===== src/rtl/fir_ss_pkg.sv =====
package fir_ss_pkg;

  localparam int TAPS  = 16;
  localparam int HALF  = TAPS / 2;
  localparam int TAP_W = $clog2(TAPS);
  localparam int SH_W  = 3;

  typedef enum logic [1:0] {
    BASE_ZERO     = 2'd0,
    BASE_ONE      = 2'd1,
    BASE_THREE    = 2'd2,
    BASE_NINETEEN = 2'd3
  } base_sel_e;

  typedef struct packed {
    base_sel_e       base;
    logic [SH_W-1:0] shamt;
    logic            neg;
  } step_ctrl_t;

  // control word for one tap; mirrored taps fold onto the same entry
  function automatic step_ctrl_t ctrl_word(input logic [TAP_W-1:0] tap);
    step_ctrl_t c;
    logic [TAP_W-1:0] j;
    j = (int'(tap) < HALF) ? tap : TAP_W'(TAPS - 1 - int'(tap));
    c = '{base: BASE_ZERO, shamt: '0, neg: 1'b0};
    case (j)
      4'd0: c = '{base: BASE_THREE,    shamt: 3'd0, neg: 1'b0}; //   3
      4'd1: c = '{base: BASE_THREE,    shamt: 3'd1, neg: 1'b0}; //   6
      4'd2: c = '{base: BASE_ZERO,     shamt: 3'd0, neg: 1'b0}; //   0
      4'd3: c = '{base: BASE_ONE,      shamt: 3'd4, neg: 1'b1}; // -16
      4'd4: c = '{base: BASE_NINETEEN, shamt: 3'd0, neg: 1'b1}; // -19
      4'd5: c = '{base: BASE_THREE,    shamt: 3'd2, neg: 1'b0}; //  12
      4'd6: c = '{base: BASE_NINETEEN, shamt: 3'd2, neg: 1'b0}; //  76
      4'd7: c = '{base: BASE_ONE,      shamt: 3'd7, neg: 1'b0}; // 128
      default: c = '{base: BASE_ZERO, shamt: '0, neg: 1'b0};
    endcase
    return c;
  endfunction

  function automatic int base_value(input base_sel_e b);
    case (b)
      BASE_ONE:      return 1;
      BASE_THREE:    return 3;
      BASE_NINETEEN: return 19;
      default:       return 0;
    endcase
  endfunction

  // sum of coefficient magnitudes, used to size the accumulator
  function automatic int coef_abs_sum();
    int s;
    step_ctrl_t c;
    s = 0;
    for (int t = 0; t < TAPS; t++) begin
      c = ctrl_word(TAP_W'(t));
      s += base_value(c.base) << c.shamt;
    end
    return s;
  endfunction

endpackage


===== src/rtl/fir_ss_delay_line.sv =====
module fir_ss_delay_line
  import fir_ss_pkg::*;
#(
  parameter int DATA_W = 8,
  parameter int DEPTH  = TAPS,
  localparam int SEL_W = $clog2(DEPTH)
) (
  input  logic                     clk,
  input  logic                     rst_n,
  input  logic                     shift_en,
  input  logic signed [DATA_W-1:0] din,
  input  logic [SEL_W-1:0]         sel,
  output logic signed [DATA_W-1:0] dout
);

  logic [DEPTH-1:0][DATA_W-1:0] line;

  always_ff @(posedge clk or negedge rst_n) begin
    if (!rst_n)        line[0] <= '0;
    else if (shift_en) line[0] <= din;
  end

  for (genvar i = 1; i < DEPTH; i++) begin : g_stage
    always_ff @(posedge clk or negedge rst_n) begin
      if (!rst_n)        line[i] <= '0;
      else if (shift_en) line[i] <= line[i-1];
    end
  end

  assign dout = line[sel];

  // contents frozen whenever no sample is accepted
  p_line_frozen_r4: assert property (@(posedge clk) disable iff (!rst_n)
    !shift_en |=> $stable(line))
    else $error("delay line changed without an accepted sample");

  // accepted sample lands at tap 0, previous tap 0 moves to tap 1
  p_shift_order_r3: assert property (@(posedge clk) disable iff (!rst_n)
    shift_en |=> (line[0] == $past(din)) && (line[1] == $past(line[0])))
    else $error("delay line shift order broken");

endmodule


===== src/rtl/fir_ss_sequencer.sv =====
module fir_ss_sequencer
  import fir_ss_pkg::*;
(
  input  logic             clk,
  input  logic             rst_n,
  input  logic             start,
  output logic             busy,
  output logic [TAP_W-1:0] tap_idx,
  output logic             launch,
  output logic             step_en,
  output logic             last_step,
  output logic             done
);

  assign launch    = start && !busy;
  assign step_en   = busy;
  assign last_step = busy && (tap_idx == TAP_W'(TAPS - 1));

  always_ff @(posedge clk or negedge rst_n) begin
    if (!rst_n) begin
      busy    <= 1'b0;
      tap_idx <= '0;
      done    <= 1'b0;
    end else begin
      done <= last_step;
      if (launch) begin
        busy    <= 1'b1;
        tap_idx <= '0;
      end else if (busy) begin
        tap_idx <= tap_idx + 1'b1;
        if (last_step) busy <= 1'b0;
      end
    end
  end

  // an accepted start begins the walk at tap 0
  p_launch_first_tap_r5: assert property (@(posedge clk) disable iff (!rst_n)
    launch |=> busy && (tap_idx == '0))
    else $error("run did not begin at tap 0");

  // mid-run the tap index only advances, whatever start does
  p_walk_advances_r8: assert property (@(posedge clk) disable iff (!rst_n)
    (busy && !last_step) |=> busy && (tap_idx == $past(tap_idx) + 1'b1))
    else $error("tap walk disturbed");

  // done lasts a single cycle and arrives with the run finished
  p_done_single_r6: assert property (@(posedge clk) disable iff (!rst_n)
    done |=> !done)
    else $error("done longer than one cycle");

  p_done_idle_r6: assert property (@(posedge clk) disable iff (!rst_n)
    done |-> !busy)
    else $error("done while still busy");

endmodule


===== src/rtl/fir_ss_datapath.sv =====
module fir_ss_datapath
  import fir_ss_pkg::*;
#(
  parameter int DATA_W = 8,
  parameter int ACC_W  = 19
) (
  input  logic                     clk,
  input  logic                     rst_n,
  input  logic                     acc_clr,
  input  logic                     acc_en,
  input  logic signed [DATA_W-1:0] sample,
  input  step_ctrl_t               ctrl,
  output logic signed [ACC_W-1:0]  acc
);

  logic signed [ACC_W-1:0] x_ext;
  logic signed [ACC_W-1:0] base_prod;
  logic signed [ACC_W-1:0] shifted;
  logic signed [ACC_W-1:0] term;

  assign x_ext = {{(ACC_W-DATA_W){sample[DATA_W-1]}}, sample};

  // base multiples from shifts and adds only
  always_comb begin
    case (ctrl.base)
      BASE_ONE:      base_prod = x_ext;
      BASE_THREE:    base_prod = (x_ext <<< 1) + x_ext;
      BASE_NINETEEN: base_prod = (x_ext <<< 4) + (x_ext <<< 1) + x_ext;
      default:       base_prod = '0;
    endcase
  end

  assign shifted = base_prod <<< ctrl.shamt;
  assign term    = ctrl.neg ? -shifted : shifted;

  always_ff @(posedge clk or negedge rst_n) begin
    if (!rst_n)       acc <= '0;
    else if (acc_clr) acc <= '0;
    else if (acc_en)  acc <= acc + term;
  end

  // accumulator starts every run from zero
  p_clear_on_launch_r5: assert property (@(posedge clk) disable iff (!rst_n)
    acc_clr |=> (acc == '0))
    else $error("accumulator not cleared");

  // result held while idle
  p_hold_idle_r7: assert property (@(posedge clk) disable iff (!rst_n)
    (!acc_clr && !acc_en) |=> $stable(acc))
    else $error("output moved while idle");

  // adding same-signed values never flips the sign
  p_no_overflow_r9: assert property (@(posedge clk) disable iff (!rst_n)
    (acc_en && !acc_clr) |=>
      (($past(acc[ACC_W-1]) != $past(term[ACC_W-1])) ||
       (acc[ACC_W-1] == $past(acc[ACC_W-1]))))
    else $error("accumulator wrapped");

endmodule


===== src/rtl/fir_ss_top.sv =====
module fir_ss_top
  import fir_ss_pkg::*;
#(
  parameter int  DATA_W = 8,
  localparam int ACC_W  = DATA_W + 1 + $clog2(coef_abs_sum())
) (
  input  logic                     clk,
  input  logic                     rst_n,
  input  logic signed [DATA_W-1:0] in_sample,
  input  logic                     in_valid,
  input  logic                     start,
  output logic signed [ACC_W-1:0]  out_y,
  output logic                     out_done
);

  logic             busy;
  logic [TAP_W-1:0] tap_idx;
  logic             launch;
  logic             step_en;
  logic             last_step;
  logic             accept;
  logic signed [DATA_W-1:0] tap_sample;
  step_ctrl_t       ctrl;

  assign accept = in_valid && !busy;
  assign ctrl   = ctrl_word(tap_idx);

  fir_ss_sequencer u_seq (
    .clk       (clk),
    .rst_n     (rst_n),
    .start     (start),
    .busy      (busy),
    .tap_idx   (tap_idx),
    .launch    (launch),
    .step_en   (step_en),
    .last_step (last_step),
    .done      (out_done)
  );

  fir_ss_delay_line #(.DATA_W(DATA_W), .DEPTH(TAPS)) u_line (
    .clk      (clk),
    .rst_n    (rst_n),
    .shift_en (accept),
    .din      (in_sample),
    .sel      (tap_idx),
    .dout     (tap_sample)
  );

  fir_ss_datapath #(.DATA_W(DATA_W), .ACC_W(ACC_W)) u_dp (
    .clk     (clk),
    .rst_n   (rst_n),
    .acc_clr (launch),
    .acc_en  (step_en),
    .sample  (tap_sample),
    .ctrl    (ctrl),
    .acc     (out_y)
  );

  // a busy filter never takes a sample
  p_no_accept_busy_r4: assert property (@(posedge clk) disable iff (!rst_n)
    busy |-> !accept)
    else $error("sample accepted during run");

  // the last step is always followed by done
  p_last_then_done_r6: assert property (@(posedge clk) disable iff (!rst_n)
    last_step |=> out_done)
    else $error("done missing after last tap");

endmodule


===== config.mk =====
export PLATFORM = sky130hd
export DESIGN_NAME = fir_ss_top
export DESIGN_NICKNAME = d
export VERILOG_FILES = /design/src/rtl/fir_ss_pkg.sv /design/src/rtl/fir_ss_delay_line.sv /design/src/rtl/fir_ss_sequencer.sv /design/src/rtl/fir_ss_datapath.sv /design/src/rtl/fir_ss_top.sv
export SDC_FILE = /design/constraint.sdc
export NUM_CORES = 1
export LEC_CHECK = 0
export BUFFER_PORTS_ARGS = -buffer_cell sky130_fd_sc_hd__clkbuf_2
export CAP_MARGIN = 40
export CORE_ASPECT_RATIO = 0.9
export CORE_MARGIN = 3
export CORE_UTILIZATION = 55
export CTS_BUF_LIST = sky130_fd_sc_hd__clkbuf_8 sky130_fd_sc_hd__clkbuf_16
export CTS_CLUSTER_SIZE = 24
export DETAILED_ROUTE_END_ITERATION = 12
export HOLD_SLACK_MARGIN = 0.06
export PLACE_DENSITY = 0.72
export SLEW_MARGIN = 40
export SYNTH_ARGS = -nofsm -noshare
export SYNTH_HDL_FRONTEND = slang
export SYNTH_SLANG_ARGS = --single-unit

===== constraint.sdc =====
create_clock -name clk -period 8.85 [get_ports clk]
set_input_delay 0.4425 -clock clk [delete_from_list [all_inputs] [get_ports clk]]
set_output_delay 0.4425 -clock clk [all_outputs]
set_load 0.02 [all_outputs]

==> impl_metrics.json <==
{
  "outcome": "completed",
  "rr_startpoint": "u_seq.tap_idx[3]$_DFFE_PN0P_",
  "clk_latency_ns": 0.44,
  "setup_viol": 0,
  "grt_pass1_wl_um": 36900,
  "clock_path_buffers": 2,
  "tns_ns": 0,
  "crit_family": "compound AO/OA/AOI/OAI gates",
  "grt_max_degree": 85,
  "holdBufCountCts": 0,
  "synthCells": 903,
  "synth_seq_cells": 153,
  "nNetsFinal": 976,
  "syn-num-nets": 961,
  "dpl_cell_area_um2": 10300,
  "worst_setup_path_start_kind": "register",
  "antenna_found_initial": 0,
  "synth.distinct_cells": 73,
  "io_buffers": 31,
  "cts_setup_buffers": 0,
  "max_freq_mhz": 127,
  "period_minus_slack_ns": 7.84,
  "hold_viol": 0,
  "slew_headroom_pct": 45.3,
  "synth_edf_count": 0,
  "cts_sinks": 153,
  "design.portCount": 32,
  "ys_seq_area_share_pct": 38.7,
  "die-width_um": 147,
  "max-cap-violations": 0,
  "cts_tree": "done",
  "dieArea_um2": 19700,
  "drc_errors": 0,
  "htreeDepth": 4,
  "synthesis.area_um2": 9910,
  "drt-pass1-iter-count": 5,
  "numCtsBuffers": 17,
  "path_class": "register to register",
  "crit_cells": 29,
  "clockRootBuffer": "clkbuf_16",
  "critPathMaxStageDelay_ns": 0.79,
  "die_y_um": 133,
  "synth_ff_type": "dfrtp_1",
  "worstRegToRegCells": 29,
  "rsz0062_at_grt": "false",
  "async_flop_share_pct": 100,
  "nFillCells": 1412,
  "core_region_area_um2": 17300,
  "area.growth.synth_to_final_pct": 9.95,
  "worst_pin_slew_ns": 0.821,
  "cp.arrival_ns": 8.16,
  "clk_pin_slew_ns": 0.07,
  "path_common_cell": "ha_1",
  "min_path_type": "primary input to async pin",
  "detail_route.iter0.violations": 635,
  "skew_ns": 0.0159,
  "final_area_um2": 10900,
  "via_per_inst": 6.19,
  "grt_remaining_overflow": 0,
  "grt_pass1_vias": 7111,
  "wl_per_cell_um": 19.0,
  "finalWirelength_um": 22200,
  "syn_avg_cell_area_um2": 11.0,
  "drive_gt1_share_pct": 27.6,
  "gr-usage-all-layers_pct": 23.3,
  "ff2ff_setup_slack_ns": 1.01,
  "vias": 7218,
  "maxSlewViolCount": 0,
  "cts_resized": 0,
  "dpl.hpwl_um": 15600,
  "antenna_cells": 0,
  "finalCritPeriodShare_pct": 88.6,
  "routabilityCongestion": 0.942,
  "ant_nets": 0,
  "path_buf_inv": 1,
  "start_util_pct": 57.3,
  "cp.required_ns": 9.17,
  "row_count": 45,
  "crit_path_top_delay_cell": "dfrtp_2",
  "yosysWarnings": 0,
  "endpoint_kind": "register",
  "r2r-end": "u_dp.acc[18]$_DFFE_PN0P_",
  "critical_path.max_fanout": 29
}
-- worst max path at each step --
stage | start | to | slack [ns]
after global placement | u_seq.tap_idx[0]$_DFFE_PN0P_ | u_dp.acc[18]$_DFFE_PN0P_ | 0.94
after floorplan | u_seq.tap_idx[1]$_DFFE_PN0P_ | u_dp.acc[18]$_DFFE_PN0P_ | 1.66
after global routing | u_seq.tap_idx[3]$_DFFE_PN0P_ | u_dp.acc[18]$_DFFE_PN0P_ | 0.27
after CTS | u_seq.tap_idx[3]$_DFFE_PN0P_ | u_dp.acc[18]$_DFFE_PN0P_ | 1.02
after detailed placement | u_seq.tap_idx[3]$_DFFE_PN0P_ | u_dp.acc[18]$_DFFE_PN0P_ | 1.05
final | u_seq.tap_idx[3]$_DFFE_PN0P_ | u_dp.acc[18]$_DFFE_PN0P_ | 1.01
-- cells in the mapped netlist, types with 12 or more instances --
cell type  count  share of area [%]
dfrtp_1      153                 39
mux2_2       140                 16
nand2_1       62                2.3
o21ai_0       40                2.0
ha_1          38                4.8
mux2i_1       38                3.8
nor2_1        34                1.3
clkbuf_1      33                1.3
a21oi_1       28                1.4
xnor2_1       23                2.0
inv_1         19               0.72
nand3_1       19               0.96
nor3_1        17               0.86
a22oi_1       14                1.1
mux4_2        13                3.0
xor2_1        13                1.1
a21o_1        12               0.91
-- layout make-up --
type	count	area [um^2]	area share [%]
multi-input cells	683	5830	53.5
flip-flops and latches	153	3830	35.2
clock buffers	17	425	3.91
well taps	235	294	2.70
repair buffers	43	259	2.38
clock inverters	15	179	1.64
inverters	20	75.1	0.689
-- flip-flops by register name, summed over array words and instances, names as in the netlist --
name           flops
u_dp.acc          19
u_line.line      128
u_seq.busy         1
u_seq.done         1
u_seq.tap_idx      4
-- stage by stage --
step,setup WS (ns),hold WS [ns],std cells,util [%]
finish,1.01,0.0349,1166,63.0
global route,0.268,0.0878,1166,63.0
CTS,1.02,0.0707,1166,63.0
detailed placement,1.05,0.493,1134,59.5
global placement,0.942,0.482,1134,59.4
floorplan,1.66,0.147,903,-
-- layer usage --
layer / track usage, % / wire [um]
met5: 0 / 0
met4: 6.57 / 245
met3: 4.97 / 1370
met2: 35.8 / 10000
met1: 33.7 / 10500
-- placed cells by master (no fill, tap or decap), types with 5 or more instances in the layout --
cell type  synthesis  final
nor3_1            17     17
xnor2_1           23     23
clkbuf_2           0     30
a221oi_1           5      5
or2_2              7      7
o211ai_1          11     11
buf_4              0     10
fa_1               8      8
dfrtp_1          153    151
a21oi_1           28     28
inv_8              0      5
mux2i_1           38     37
a32o_1             5      5
ha_1              38     38
o22ai_1            5      5
nor2_1            34     33
nor2b_1            8      8
nand2b_1           9      9
mux2_2           140    140
and2_1             6      6
a31oi_1           11     11
mux4_2            13     13
nand3_1           19     19
o21a_1             8      8
nand2_1           62     61
a22o_1             8      8
inv_1             19     20
nand4_1            6      6
nand3b_1           5      5
xor2_1            13     13
a211oi_1           9      9
clkbuf_16          0     17
a22oi_1           14     14
and3_1             6      6
a21o_1            12     12
o21ai_0           40     40
-- cell families after synthesis --
logic type                 Yosys count  synth area share, %
DFF                                153                 38.7
muxes                              197                 24.2
buffers and inverters               67                 2.73
and+or+nand+nor                    201                 10.4
AOI/OAI and AO/OA                  203                 14.4
adders and majority gates           46                 6.42
xor gates and xnor gates            36                 3.18
Power is not shown: default switching activity piles up to over one toggle a cycle in this logic, so the estimate is an artifact.
